==> src/rtl/risc_dec_pkg.sv <==
package risc_dec_pkg;

    localparam int unsigned OP_W    = 6;
    localparam int unsigned REG_W   = 5;
    localparam int unsigned IMM_W   = 16;
    localparam int unsigned JT_W    = 26;
    localparam int unsigned FN_W    = 6;

    localparam logic [OP_W-1:0] OP_RTYPE = 6'd0;
    localparam logic [OP_W-1:0] OP_J     = 6'd2;
    localparam logic [OP_W-1:0] OP_JAL   = 6'd3;
    localparam logic [OP_W-1:0] OP_BEQ   = 6'd4;
    localparam logic [OP_W-1:0] OP_BNE   = 6'd5;
    localparam logic [OP_W-1:0] OP_ADDI  = 6'd8;
    localparam logic [OP_W-1:0] OP_SLTI  = 6'd10;
    localparam logic [OP_W-1:0] OP_ANDI  = 6'd12;
    localparam logic [OP_W-1:0] OP_ORI   = 6'd13;
    localparam logic [OP_W-1:0] OP_LUI   = 6'd15;
    localparam logic [OP_W-1:0] OP_LB    = 6'd32;
    localparam logic [OP_W-1:0] OP_LW    = 6'd35;
    localparam logic [OP_W-1:0] OP_SB    = 6'd40;
    localparam logic [OP_W-1:0] OP_SW    = 6'd43;

    localparam logic [FN_W-1:0] FN_JR    = 6'd8;
    localparam logic [FN_W-1:0] FN_ADD   = 6'd32;
    localparam logic [FN_W-1:0] FN_SUB   = 6'd34;
    localparam logic [FN_W-1:0] FN_SLT   = 6'd42;

    typedef enum logic [2:0] {
        ALU_ADD   = 3'd0,
        ALU_SUB   = 3'd1,
        ALU_SLT   = 3'd2,
        ALU_AND   = 3'd3,
        ALU_OR    = 3'd4,
        ALU_PASSB = 3'd5
    } alu_op_e;

    typedef enum logic [1:0] {
        WB_ALU  = 2'd0,
        WB_MEM  = 2'd1,
        WB_LINK = 2'd2
    } wb_sel_e;

    typedef enum logic [1:0] {
        DST_NONE = 2'd0,
        DST_RD   = 2'd1,
        DST_RT   = 2'd2,
        DST_LINK = 2'd3
    } dst_sel_e;

    typedef enum logic [1:0] {
        EXT_SIGN  = 2'd0,
        EXT_ZERO  = 2'd1,
        EXT_UPPER = 2'd2
    } ext_e;

    typedef struct packed {
        logic     illegal;
        logic     reg_we;
        dst_sel_e dst_sel;
        wb_sel_e  wb_sel;
        alu_op_e  alu_op;
        logic     alu_src_imm;
        logic     mem_rd;
        logic     mem_wr;
        logic     mem_byte;
        logic     br_eq;
        logic     br_ne;
        logic     jump;
        logic     jump_reg;
        ext_e     ext;
    } ctrl_t;

endpackage

==> src/rtl/rdec_fields.sv <==
module rdec_fields
    import risc_dec_pkg::*;
#(
    parameter int unsigned IW = 32
) (
    input  logic [IW-1:0]    word_i,
    output logic [OP_W-1:0]  op_o,
    output logic [REG_W-1:0] rs_o,
    output logic [REG_W-1:0] rt_o,
    output logic [REG_W-1:0] rd_o,
    output logic [FN_W-1:0]  fn_o,
    output logic [IMM_W-1:0] imm16_o,
    output logic [JT_W-1:0]  jt_o
);
    localparam int unsigned OP_LSB = IW - OP_W;
    localparam int unsigned RS_LSB = OP_LSB - REG_W;
    localparam int unsigned RT_LSB = RS_LSB - REG_W;
    localparam int unsigned RD_LSB = RT_LSB - REG_W;

    always_comb begin
        op_o    = word_i[IW-1:OP_LSB];
        rs_o    = word_i[RS_LSB +: REG_W];
        rt_o    = word_i[RT_LSB +: REG_W];
        rd_o    = word_i[RD_LSB +: REG_W];
        fn_o    = word_i[FN_W-1:0];
        imm16_o = word_i[IMM_W-1:0];
        jt_o    = word_i[JT_W-1:0];
    end
endmodule

==> src/rtl/rdec_ctrl.sv <==
module rdec_ctrl
    import risc_dec_pkg::*;
(
    input  logic [OP_W-1:0] op_i,
    input  logic [FN_W-1:0] fn_i,
    output ctrl_t           ctrl_o
);
    ctrl_t ctrl_d;

    always_comb begin
        ctrl_d          = '0;
        ctrl_d.alu_op   = ALU_ADD;
        ctrl_d.wb_sel   = WB_ALU;
        ctrl_d.dst_sel  = DST_NONE;
        ctrl_d.ext      = EXT_SIGN;

        case (op_i)
            OP_RTYPE: begin
                case (fn_i)
                    FN_ADD: begin
                        ctrl_d.reg_we  = 1'b1;
                        ctrl_d.dst_sel = DST_RD;
                    end
                    FN_SUB: begin
                        ctrl_d.reg_we  = 1'b1;
                        ctrl_d.dst_sel = DST_RD;
                        ctrl_d.alu_op  = ALU_SUB;
                    end
                    FN_SLT: begin
                        ctrl_d.reg_we  = 1'b1;
                        ctrl_d.dst_sel = DST_RD;
                        ctrl_d.alu_op  = ALU_SLT;
                    end
                    FN_JR:   ctrl_d.jump_reg = 1'b1;
                    default: ctrl_d.illegal  = 1'b1;
                endcase
            end
            OP_ADDI, OP_SLTI, OP_ANDI, OP_ORI, OP_LUI: begin
                ctrl_d.reg_we      = 1'b1;
                ctrl_d.dst_sel     = DST_RT;
                ctrl_d.alu_src_imm = 1'b1;
                case (op_i)
                    OP_SLTI: ctrl_d.alu_op = ALU_SLT;
                    OP_ANDI: begin
                        ctrl_d.alu_op = ALU_AND;
                        ctrl_d.ext    = EXT_ZERO;
                    end
                    OP_ORI: begin
                        ctrl_d.alu_op = ALU_OR;
                        ctrl_d.ext    = EXT_ZERO;
                    end
                    OP_LUI: begin
                        ctrl_d.alu_op = ALU_PASSB;
                        ctrl_d.ext    = EXT_UPPER;
                    end
                    default: ctrl_d.alu_op = ALU_ADD;
                endcase
            end
            OP_LW, OP_LB: begin
                ctrl_d.reg_we      = 1'b1;
                ctrl_d.dst_sel     = DST_RT;
                ctrl_d.alu_src_imm = 1'b1;
                ctrl_d.mem_rd      = 1'b1;
                ctrl_d.wb_sel      = WB_MEM;
                ctrl_d.mem_byte    = (op_i == OP_LB);
            end
            OP_SW, OP_SB: begin
                ctrl_d.alu_src_imm = 1'b1;
                ctrl_d.mem_wr      = 1'b1;
                ctrl_d.mem_byte    = (op_i == OP_SB);
            end
            OP_BEQ: begin
                ctrl_d.br_eq  = 1'b1;
                ctrl_d.alu_op = ALU_SUB;
            end
            OP_BNE: begin
                ctrl_d.br_ne  = 1'b1;
                ctrl_d.alu_op = ALU_SUB;
            end
            OP_J:   ctrl_d.jump = 1'b1;
            OP_JAL: begin
                ctrl_d.jump    = 1'b1;
                ctrl_d.reg_we  = 1'b1;
                ctrl_d.dst_sel = DST_LINK;
                ctrl_d.wb_sel  = WB_LINK;
            end
            default: ctrl_d.illegal = 1'b1;
        endcase

        if (ctrl_d.illegal) begin
            ctrl_d         = '0;
            ctrl_d.illegal = 1'b1;
            ctrl_d.ext     = EXT_SIGN;
        end
    end

    assign ctrl_o = ctrl_d;
endmodule

==> src/rtl/rdec_immext.sv <==
module rdec_immext
    import risc_dec_pkg::*;
#(
    parameter int unsigned XLEN = 32
) (
    input  logic [IMM_W-1:0] imm16_i,
    input  ext_e             ext_i,
    output logic [XLEN-1:0]  imm_o
);
    localparam int unsigned PAD_W = XLEN - IMM_W;

    always_comb begin
        case (ext_i)
            EXT_ZERO:  imm_o = {{PAD_W{1'b0}}, imm16_i};
            EXT_UPPER: imm_o = {imm16_i, {PAD_W{1'b0}}};
            default:   imm_o = {{PAD_W{imm16_i[IMM_W-1]}}, imm16_i};
        endcase
    end
endmodule

==> src/rtl/risc_decode.sv <==
module risc_decode
    import risc_dec_pkg::*;
#(
    parameter int unsigned XLEN     = 32,
    parameter int unsigned LINK_REG = 31
) (
    input  logic [31:0]     instr_i,
    output logic [4:0]      rs_o,
    output logic [4:0]      rt_o,
    output logic [4:0]      dest_o,
    output logic [XLEN-1:0] imm_o,
    output logic [25:0]     jtarget_o,
    output logic [2:0]      alu_op_o,
    output logic            alu_src_imm_o,
    output logic            reg_we_o,
    output logic [1:0]      wb_sel_o,
    output logic            mem_rd_o,
    output logic            mem_wr_o,
    output logic            mem_byte_o,
    output logic            br_eq_o,
    output logic            br_ne_o,
    output logic            jump_o,
    output logic            jump_reg_o,
    output logic            illegal_o
);
    localparam logic [REG_W-1:0] LINK_IDX = REG_W'(LINK_REG);

    logic [OP_W-1:0]  op_w;
    logic [REG_W-1:0] rd_w;
    logic [FN_W-1:0]  fn_w;
    logic [IMM_W-1:0] imm16_w;
    ctrl_t            ctrl_w;

    rdec_fields #(.IW(32)) u_fields (
        .word_i  (instr_i),
        .op_o    (op_w),
        .rs_o    (rs_o),
        .rt_o    (rt_o),
        .rd_o    (rd_w),
        .fn_o    (fn_w),
        .imm16_o (imm16_w),
        .jt_o    (jtarget_o)
    );

    rdec_ctrl u_ctrl (
        .op_i   (op_w),
        .fn_i   (fn_w),
        .ctrl_o (ctrl_w)
    );

    rdec_immext #(.XLEN(XLEN)) u_imm (
        .imm16_i (imm16_w),
        .ext_i   (ctrl_w.ext),
        .imm_o   (imm_o)
    );

    always_comb begin
        case (ctrl_w.dst_sel)
            DST_RD:   dest_o = rd_w;
            DST_RT:   dest_o = rt_o;
            DST_LINK: dest_o = LINK_IDX;
            default:  dest_o = '0;
        endcase
    end

    assign alu_op_o      = ctrl_w.alu_op;
    assign alu_src_imm_o = ctrl_w.alu_src_imm;
    assign reg_we_o      = ctrl_w.reg_we;
    assign wb_sel_o      = ctrl_w.wb_sel;
    assign mem_rd_o      = ctrl_w.mem_rd;
    assign mem_wr_o      = ctrl_w.mem_wr;
    assign mem_byte_o    = ctrl_w.mem_byte;
    assign br_eq_o       = ctrl_w.br_eq;
    assign br_ne_o       = ctrl_w.br_ne;
    assign jump_o        = ctrl_w.jump;
    assign jump_reg_o    = ctrl_w.jump_reg;
    assign illegal_o     = ctrl_w.illegal;
endmodule

==> config.mk <==
export PLATFORM = sky130hd
export DESIGN_NAME = risc_decode
export DESIGN_NICKNAME = d
export VERILOG_FILES = /design/src/rtl/risc_dec_pkg.sv /design/src/rtl/rdec_fields.sv /design/src/rtl/rdec_ctrl.sv /design/src/rtl/rdec_immext.sv /design/src/rtl/risc_decode.sv
export SDC_FILE = /design/constraint.sdc
export NUM_CORES = 1
export LEC_CHECK = 0
export ABC_AREA = 1
export BUFFER_PORTS_ARGS = -buffer_cell sky130_fd_sc_hd__buf_2
export CAP_MARGIN = 20
export CORE_MARGIN = 4
export CORE_UTILIZATION = 32
export DETAILED_ROUTE_END_ITERATION = 8
export PLACE_DENSITY = 0.85
export SETUP_SLACK_MARGIN = 0.2
export SLEW_MARGIN = 40
export SYNTH_ARGS = -nofsm -noshare
export SYNTH_HDL_FRONTEND = slang
export SYNTH_SLANG_ARGS = --single-unit
==> constraint.sdc <==
create_clock -name vclk -period 1.55
set_clock_uncertainty 0.2 [all_clocks]
set_input_delay 0 -clock vclk [all_inputs]
set_output_delay 0 -clock vclk [all_outputs]
set_load 0.05 [all_outputs]
==> results.toml <==
[routing]
viasPerCell = 4.91
vias = 1650
drc_errors = 0
ant_nets = 0
wirelength_mm = 5.49
drtPass1Iterations = 4
drt-initial-drc-count = 111
wl_per_cell_um = 16.3

[timing]
maxSlewHeadroom_pct = 67.6
setup_viol = 0
whs_ns = 0.0718
max_clock_freq_mhz = 665
finalCriticalPeriod_ns = 1.50
fin_crit_sh_pct = 97.0
rsz0062_at_grt = "yes"
hold_viol = 0
slew_violations = 0
finalSetupTns_ns = 0
worst_slew_pin_slew_ns = 0.489

[place]
io_buffers = 105
placed_area_um2 = 1700
hpwl_mm = 3.41
place.gp.congestion = 0.883
dpl.cell_count = 319

[critical_path]
cp_max_fo = 7
crit_buf_inv = 6
crit_slowest_cell = "ha_4"
cp-end-kind = "output port"
critPathKind = "primary input to output port"
crit_cells = 12
critPathMostFrequentCell = "buf_6"
path_delay_family = "buffers and inverters"
slowest_delay_ns = 0.20
endpoint = "imm_o[22]"
cp_cell_sequence = "buf_6, inv_12, nand2_8, nor2_4, nand2_2, inv_2, ha_4, buf_6, inv_8, nand2_8, o21ai_4, buf_6"
arrival_ns = 1.30
worstPathRequired_ns = 1.35
crit_start = "instr_i[31]"
start_kind = "primary input"

[pwr]
switching_share_pct = 67.9
p_leak_nw = 1.37
clkPwrFrac_pct = 0
switching_power_w = 0.000705
internal_power_w = 0.000333
power_frac_seq_pct = 0
combPwrFrac_pct = 100.0
p_per_area_nw_per_um2 = 412
worst_ir_drop_vdd_v = 0.000234

[layout]
nClkBuffers = 0
stdcell_area_um2 = 2520
seq_cell_count = 0
layout_common_cells = "61 x buf_2, 41 x buf_6, 29 x inv_1, 23 x nor2_4, 20 x buf_4"
drive_gt1_share_pct = 74.0
fin_nets = 328
regArea_um2 = 0
stdcell_count = 336
nFillCells = 215
diodes = 0
areaGrowthSynthToFinish_pct = 137
multi_input_area_um2 = 1140
final_common_cell = "buf_2"
fin_util_pct = 81.2

[worst_hold_path]
min_path_type = "primary input to output port"

[synth]
ys_warn_count = 0
netlist.area_leader.share_pct = 25.4
avgSynthCellArea_um2 = 5.45
synth_top_cell_by_area = "buf_4"
seq_area_frac_synth_pct = 0
syn_nets = 229
syn_area_um2 = 1060
synth_cells = 195
yosys-top-cells-area = "buf_4 25%, inv_1 12%, nor2_1 12%"
ys_types = 26

[run]
maxCapViolCount = 0

[global_route]
antenna_found_initial = 0
grt_pass1_wl_mm = 7.13
grt_pass1_vias = 1593
grt_max_degree = 12
grt_usage_pct = 20.3
grt_overflow = 0

[floorplan]
die-area_um2 = 4310
die_w_um = 65.6
io_pins = 120
dieHeight_um = 65.6
coreArea_um2 = 3100
initial_core_util_pct = 34.2
rows = 20

[run_status]
status = "finished clean"
## cells in the mapped netlist (all sizes together)
library cell	n
nor3	3
nor2	40
nor4	1
ha	2
nand3b	1
nand2	23
buf	38
o21ai	16
o21bai	5
nand3	22
inv	38
clkbuf	1
nand2b	1
nand4	3
a21boi	1
## cell type report
cell class | count | share of cell area [%]
well taps | 44 | 2.19
inverters | 38 | 7.15
repair buffers | 135 | 45.4
multi-input cells | 119 | 45.3
## how the worst min path moves through the flow
stage / endpoint / startpoint / slack, ns / depth (start not counted)
floorplan: br_ne_o / instr_i[27] / -0.1 / 1
global placement: rs_o[2] / instr_i[23] / -0.20 / 0
detailed placement: rs_o[2] / instr_i[23] / -0.20 / 0
CTS: jtarget_o[6] / instr_i[6] / 0.10 / 2
global route: jtarget_o[23] / instr_i[23] / 0.08 / 1
finish: rs_o[2] / instr_i[23] / 0.07 / 1
## power by group through the flow
stage | Sequential (W) | Combinational, W | Clock [W]
after detailed placement | 0 | 0.000751 | 0
after global routing | 0 | 0.00108 | 0
final | 0 | 0.00104 | 0
after floorplan | 0 | 0.000662 | 0
after CTS | 0 | 0.000930 | 0
after global placement | 0 | 0.000743 | 0
## per-layer routing
layer	vias up	part of all wire, %	track usage [%]
li1	776	-	-
met1	751	34	20.8
met2	111	54	41.8
met5	-	0	0
met3	12	9.5	3.25
met4	0	2.5	4.66
## metrics by stage
| step | worst slack [ns] | power (W) |
|---|---|---|
| final | 0.0461 | 0.00104 |
| after global routing | -0.0203 | 0.00108 |
| after CTS | 0.0691 | 0.000930 |
| after detailed placement | -0.243 | 0.000751 |
| after global placement | -0.459 | 0.000743 |
| after floorplan | -0.0895 | 0.000662 |
## repair_timing
| item | CTS | global route |
|---|---|---|
| pin swaps | 13 | 15 |
| hold buffers | 5 | 0 |
| cloned | 2 | 1 |
| hold endpoints to repair | 10 | 0 |
| endpoints found under the setup margin | 42 | 43 |
| buffers inserted | 7 | 2 |
| gates resized for setup | 87 | 93 |
## cells by family after synthesis
family                     share of synthesized area, %
adders and majority gates                          2.36
AOI/OAI and AO/OA                                  11.8
buffers and inverters                              40.3
and+or+nand+nor                                    45.6
Power figures use the tool's default switching activity.
